`src/rtl/cfgp_pkg.sv`:
```
// Package: shared constants and the reachability rule for the configuration port.
// Assumes 8-bit indexes and data; register slot order is fixed below.
package cfgp_pkg;
    localparam int DW   = 8;
    localparam int NREG = 7;
    localparam logic [7:0] P_INDEX_PORT = 8'h22;
    localparam logic [7:0] P_DATA_PORT  = 8'h23;
    localparam int SLOT_LOCKREG = 3;   // holds unlock field in 7:4
    localparam int SLOT_IDREG   = 4;   // holds id-enable in bit 7
    localparam logic [NREG-1:0][7:0] REG_IDX  =
        {8'hEA, 8'hE9, 8'hE8, 8'hC3, 8'hC2, 8'hC1, 8'hC0};
    localparam logic [NREG-1:0][7:0] REG_MASK =
        {8'hFF, 8'hFF, 8'h87, 8'hF7, 8'hFF, 8'hFF, 8'hFF};
    localparam logic [3:0] UNLOCK_CODE = 4'h1;

    // True when the index may be reached with the given unlock field.
    function automatic logic idx_reachable(input logic [7:0] idx, input logic [3:0] unl);
        logic always_open;
        always_open = (idx[7:4] == 4'hC) || (idx >= 8'hFC);
        return always_open || ((unl == UNLOCK_CODE) && (idx >= 8'hD0) && (idx <= 8'hFB));
    endfunction
endpackage

```
`src/rtl/cfgp_decode.sv`:
```
// Index decoder: one-hot register select, gated by reachability.
// Assumes the index table in cfgp_pkg holds distinct entries.
module cfgp_decode
    import cfgp_pkg::*;
(
    input  logic [7:0]      idx,
    input  logic [3:0]      unlock,
    output logic [NREG-1:0] sel,
    output logic            hit
);
    logic reach;

    // Reachability of the presented index.
    always_comb reach = idx_reachable(idx, unlock);

    generate
        for (genvar g = 0; g < NREG; g++) begin : g_match
            // Select slot g when its index matches and is reachable.
            always_comb sel[g] = reach && (idx == REG_IDX[g]);
        end
    endgenerate

    // Any implemented reachable register selected.
    always_comb hit = |sel;
endmodule

```
`src/rtl/cfgp_index_latch.sv`:
```
// Index holder: stores the last written index and a one-shot armed flag.
// Assumes the caller qualifies the strobes with io_valid.
module cfgp_index_latch
    import cfgp_pkg::*;
(
    input  logic       clk,
    input  logic       rst_n,
    input  logic       idx_wr,
    input  logic [7:0] idx_in,
    input  logic       idx_ok,
    input  logic       data_acc,
    output logic [7:0] idx_q,
    output logic       armed_q
);
    // Latch index on index writes; arm only for a good index; disarm on data access.
    always_ff @(posedge clk) begin
        if (!rst_n) begin
            idx_q   <= 8'h00;
            armed_q <= 1'b0;
        end else if (idx_wr) begin
            idx_q   <= idx_in;
            armed_q <= idx_ok;
        end else if (data_acc) begin
            armed_q <= 1'b0;
        end
    end
endmodule

```
`src/rtl/cfgp_regfile.sv`:
```
// Register storage: one masked 8-bit register per slot, OR-mux read.
// Assumes sel is one-hot or zero.
module cfgp_regfile
    import cfgp_pkg::*;
(
    input  logic            clk,
    input  logic            rst_n,
    input  logic            wr_en,
    input  logic [NREG-1:0] sel,
    input  logic [DW-1:0]   wdata,
    output logic [DW-1:0]   rdata,
    output logic            id_enable,
    output logic [3:0]      unlock
);
    logic [NREG-1:0][DW-1:0] regs_q;
    logic [NREG-1:0][DW-1:0] rd_terms;

    generate
        for (genvar g = 0; g < NREG; g++) begin : g_reg
            // Store writable bits of slot g; reserved bits stay 0.
            always_ff @(posedge clk) begin
                if (!rst_n)
                    regs_q[g] <= '0;
                else if (wr_en && sel[g])
                    regs_q[g] <= wdata & REG_MASK[g];
            end
            // Read term of slot g.
            always_comb rd_terms[g] = sel[g] ? regs_q[g] : '0;
        end
    endgenerate

    // Combine read terms.
    always_comb begin
        rdata = '0;
        for (int i = 0; i < NREG; i++) rdata = rdata | rd_terms[i];
    end

    // Control fields driven out.
    always_comb id_enable = regs_q[SLOT_IDREG][7];
    always_comb unlock    = regs_q[SLOT_LOCKREG][7:4];
endmodule

```
`src/rtl/idx_cfg_port.sv`:
```
// Top: indexed configuration port. Claims index/data port cycles that hit
// internal registers, flags all others as external. Outputs are combinational
// with the bus cycle; state updates at the clock edge.
module idx_cfg_port
    import cfgp_pkg::*;
#(
    parameter logic [7:0] INDEX_PORT = P_INDEX_PORT,
    parameter logic [7:0] DATA_PORT  = P_DATA_PORT
) (
    input  logic          clk,
    input  logic          rst_n,
    input  logic          io_valid,
    input  logic          io_write,
    input  logic [7:0]    io_addr,
    input  logic [DW-1:0] io_wdata,
    output logic [DW-1:0] io_rdata,
    output logic          ext_cycle,
    output logic          cpuid_en,
    output logic [3:0]    map_unlock
);
    logic            at_index, at_data, idx_wr, data_acc;
    logic [7:0]      idx_q, dec_idx;
    logic            armed_q, hit, claim;
    logic [NREG-1:0] sel;
    logic [DW-1:0]   rf_rdata;

    // Classify the bus cycle.
    always_comb begin
        at_index = io_valid && (io_addr == INDEX_PORT);
        at_data  = io_valid && (io_addr == DATA_PORT);
        idx_wr   = at_index && io_write;
        data_acc = at_data;
    end

    // Decode new index on index writes, else the held one.
    always_comb dec_idx = idx_wr ? io_wdata : idx_q;

    cfgp_decode u_dec (
        .idx    (dec_idx),
        .unlock (map_unlock),
        .sel    (sel),
        .hit    (hit)
    );

    cfgp_index_latch u_idx (
        .clk      (clk),
        .rst_n    (rst_n),
        .idx_wr   (idx_wr),
        .idx_in   (io_wdata),
        .idx_ok   (hit),
        .data_acc (data_acc),
        .idx_q    (idx_q),
        .armed_q  (armed_q)
    );

    // Claim decision for the current cycle.
    always_comb claim = (idx_wr && hit) || (data_acc && armed_q && hit);

    cfgp_regfile u_rf (
        .clk       (clk),
        .rst_n     (rst_n),
        .wr_en     (data_acc && armed_q && hit && io_write),
        .sel       (sel),
        .wdata     (io_wdata),
        .rdata     (rf_rdata),
        .id_enable (cpuid_en),
        .unlock    (map_unlock)
    );

    // Bus outputs.
    always_comb begin
        ext_cycle = io_valid && !claim;
        io_rdata  = (claim && data_acc && !io_write) ? rf_rdata : '0;
    end
endmodule

```
`config.mk`:
```
export PLATFORM = sky130hd
export DESIGN_NAME = idx_cfg_port
export DESIGN_NICKNAME = d
export VERILOG_FILES = /design/src/rtl/cfgp_pkg.sv /design/src/rtl/cfgp_decode.sv /design/src/rtl/cfgp_index_latch.sv /design/src/rtl/cfgp_regfile.sv /design/src/rtl/idx_cfg_port.sv
export SDC_FILE = /design/constraint.sdc
export NUM_CORES = 1
export LEC_CHECK = 0
export CORE_MARGIN = 8
export CORE_UTILIZATION = 55
export DETAILED_ROUTE_END_ITERATION = 7
export DONT_BUFFER_PORTS = 1
export PLACE_DENSITY = 0.73
export SLEW_MARGIN = 0
export SYNTH_ARGS = -nofsm -noshare
export SYNTH_HDL_FRONTEND = slang
export SYNTH_SLANG_ARGS = --single-unit
```
`constraint.sdc`:
```
create_clock -name clk -period 2.4 [get_ports clk]
set_clock_uncertainty 0.15 [all_clocks]
set_input_delay 0.24 -clock clk [delete_from_list [all_inputs] [get_ports clk]]
set_output_delay 0.24 -clock clk [all_outputs]
set_load 0.03 [all_outputs]
```
==> metrics.md <==
| Metric | Value |
|---|---|
| Max clock buf depth | `2` |
| Antenna cells | `0` |
| Critical R2R Capture | `u_rf.regs_q[45]$_SDFFE_PN0P_` |
| Slowest stage cell, crit path | `or4bb_4` |
| Pint | `1.65 mW` |
| Fill cell count | `375` |
| Fin nets | `392` |
| TritonCTS clock tree | `yes` |
| Worst reg-to-reg path cell count | `8` |
| CP Buf/Inv Count | `0` |
| R2r setup slk | `60 ps` |
| Leakage power | `1.37 nW` |
| Iter 0 DRT Violations | `231` |
| H-tree depth | `3` |
| Pre-CTS WS | `-180 ps` |
| Via count | `2,809` |
| Area grow syn2layout | `30.8%` |
| Worst-Margin Slew | `619 ps` |
| Synth unique cells | `45` |
| Levels on crit path | `6` |
| Cells on Worst Hold Path | `2` |
| Routed wire length on met3 | `918 um` |
| RSZ-0062 raised after global routing | `yes` |
| Cell mode on critical path | `a31oi_4` |
| Remaining routing DRC violations | `0` |
| Fin cells | `449` |
| Hold WC Path Type | `input port to register` |
| Hold path endpoint | `u_rf.regs_q[18]$_SDFFE_PN0P_` |
| Root buffer cell | `clkbuf_8` |
| Psw | `463 uW` |
| Storage cell area | `1210 um2` |
| Post-synth EDFFs | `0` |
| Tot Pwr | `2.11 mW` |
| Data arrival time of the critical path | `2280 ps` |
| Clock power share | `48.6%` |
| Core Rows | `27` |
| Pwr/cell area | `510 nW/um2` |
| GRT Overall Usage | `21.4%` |
| Max Cap Viol | `0` |
| Drt first pass iters | `5` |
| Die Wd | `91.9 um` |
| Tmin final | `2670 ps` |
| Wire per inst | `21.0 um` |
| Setup TNS | `-2000 ps` |
| Most frequent cells in the layout | `dfxtp_1, nor2b_1, mux2i_1, buf_4, nand2_1` |
| CP top delay family | `compound AO/OA/AOI/OAI gates` |
| Slew Limit Headroom | `58.1%` |
| Peak VDD IR | `0.000433 V` |
| Placed Cells | `420` |
| Area of the multi-input gates | `2100 um2` |
| Max Freq | `375 MHz` |
| HP Start | `rst_n` |
| CP Capture Type | `output pin` |
| Warnings from Yosys | `0` |
| Clk Latency, worst-skew pair | `350 ps` |
| Synthesized area per cell | `9.53 um2` |
| Final setup violation count | `9` |
| Tcrit/Tclk final | `111%` |
| Layout cell share with drive strength beyond 1 | `31.0%` |
| Vias per cell | `6.26` |
| Synth Instances | `332` |
| Clock Sink Count | `60` |
| IO buf count | `0` |
| Final GP Congestion | `0.873` |
| Vias in the first global route | `2,672` |
| Top sig layer | `met4` |
| Final WL | `9.44 mm` |
| Max Slew Vio Count | `0` |
| Die area | `8440 um2` |
| CP max stage delay | `550 ps` |
| Crit path cell chain | `or4bb_4 -> a31oi_4 -> o21ai_4 -> o21ai_2 -> nand2_4 -> a31oi_4` |
| Primary FF master, synth | `dfxtp_1` |
| Hold Violations, Final | `0` |
| Commonest non-fill, non-tap cell in the layout | `dfxtp_1` |
| Ports | `34` |
| Seq/Total Area, Yosys | `38.0%` |
| Mapped cell area | `3160 um2` |
| Detail Route Antenna Nets | `0` |
| Wl on met1 | `3.94 mm` |
| Initial Utilization | `57.1%` |
| CTS clock-pin slew for the worst setup and hold paths | `70 ps` |
| Initial antenna violation count | `0` |
| Sw Ratio | `21.9%` |
| Critical path startpoint category | `register` |
| Synth Register Bits | `60` |
| Comb power frac | `4.3%` |
| Inserted Clock Buffers | `9` |
| Sequential share of power | `47.1%` |
| Largest net degree at the start of global routing | `61` |
| CP Class | `register to output pin` |
| Met2 wire len | `4.26 mm` |
| GR Overflow Total | `0` |
| Die Span Y | `91.9 um` |
| First-pass GRT wire length | `14.3 mm` |
| Core ar. | `5540 um2` |
| Asr flop ratio synth | `0%` |
| Syn nets | `352` |
| Worst Path Max Fanout | `7` |
| Worst r2r src | `u_idx.idx_q[2]$_SDFF_PN0_` |
| Worst Path Required | `2010 ps` |
| DP HPWL | `5.91 mm` |
| Status | `finished, violations left` |
| Final setup margin | `-270 ps` |
| Violated checks | `negative setup slack` |
[area by class of cell]
type / count / area share [%]
clock inverter: 6 / 2.12
sequential: 60 / 29.2
inverter: 6 / 0.544
multi-input combinational: 239 / 50.8
clock buffer: 10 / 3.33
timing repair buffer: 56 / 11.9
tap: 72 / 2.18
[layer usage]
metal	vias up	GRT usage (%)
met5	-	0
met4	0	10.2
met3	26	7.33
met2	149	33.0
met1	1356	26.2
li1	1278	-
[synthesized netlist by cell type, drive strengths merged (4+ instances only)]
| cell type | count | share of area (%) |
|---|---|---|
| a21boi | 9 | 2.1 |
| buf | 12 | 2.2 |
| dfxtp | 60 | 38 |
| nor4 | 8 | 1.6 |
| nand3 | 5 | 0.95 |
| nand2 | 27 | 3.2 |
| nor2 | 7 | 0.83 |
| or2 | 4 | 0.79 |
| nand3b | 6 | 1.4 |
| inv | 6 | 0.71 |
| a222oi | 10 | 3.2 |
| a22oi | 4 | 0.95 |
| a31oi | 7 | 1.4 |
| clkbuf | 16 | 1.9 |
| mux2i | 51 | 16 |
| nor2b | 54 | 11 |
| a22o | 4 | 1.1 |
[through the flow]
stage               util, %  hold WS, ps  area, um2
finish                 74.7         95.4       4140
global route           74.7          100       4140
CTS                    73.0         91.5       4040
detailed placement     64.8          233       3590
global placement       64.8          226       3590
floorplan                 -          301       3300
[power groups by stage]
| stage | Clock [mW] | Combinational, mW | Sequential (mW) |
|---|---|---|---|
| floorplan | 0 | 0.0570 | 1.02 |
| global placement | 0 | 0.0399 | 1.02 |
| detailed placement | 0 | 0.0402 | 1.02 |
| CTS | 1.04 | 0.0853 | 0.995 |
| global route | 1.08 | 0.0934 | 0.994 |
| finish | 1.03 | 0.0900 | 0.994 |
[cell families after synthesis]
kind of cell / after synthesis / share of synthesized area [%]
compound gates: 51 / 13.8
simple gates: 133 / 26.1
buf+inv: 34 / 4.82
mux: 54 / 17.3
flops: 60 / 38.0
[state kept, by name, indices dropped and copies added, names as in the netlist]
| signal | cells |
|---|---|
| u_idx.armed_q | 1 |
| u_rf.regs_q | 46 |
| u_rf.id_enable | 1 |
| u_rf.unlock | 4 |
| u_idx.idx_q | 8 |
[how the worst max path moves through the flow]
| stage | from | to | slack (ps) |
|---|---|---|---|
| 2_1_floorplan | io_wdata[2] | io_rdata[0] | -50 |
| 3_3_place_gp | io_addr[4] | io_rdata[1] | -160 |
| 3_5_place_dp | io_addr[4] | io_rdata[5] | -180 |
| 4_1_cts | u_idx.idx_q[2]$_SDFF_PN0_ | io_rdata[5] | -250 |
| 5_1_grt | u_idx.idx_q[4]$_SDFF_PN0_ | io_rdata[5] | -330 |
| 6_report | u_idx.idx_q[2]$_SDFF_PN0_ | io_rdata[5] | -270 |
[what timing repair did]
action / CTS / global route
buffers inserted: 3 / 0
cloned: 0 / 1
gates resized for setup: 24 / 20
pin swaps: 20 / 8
setup endpoints to repair: 9 / 24
hold buffers: 9 / 0
hold endpoints to repair: 60 / 0
[worst reg2reg max path, cell delays in order, from the launching register on]
cell and delay (ps):
dfxtp_2 340, or4bb_4 550, a31oi_4 190, o21ai_4 100
buf_4 200, nor3b_4 230, buf_6 180, mux2i_1 220
nor2b_1 60
No activity file was read; power rests on OpenSTA's default activity.
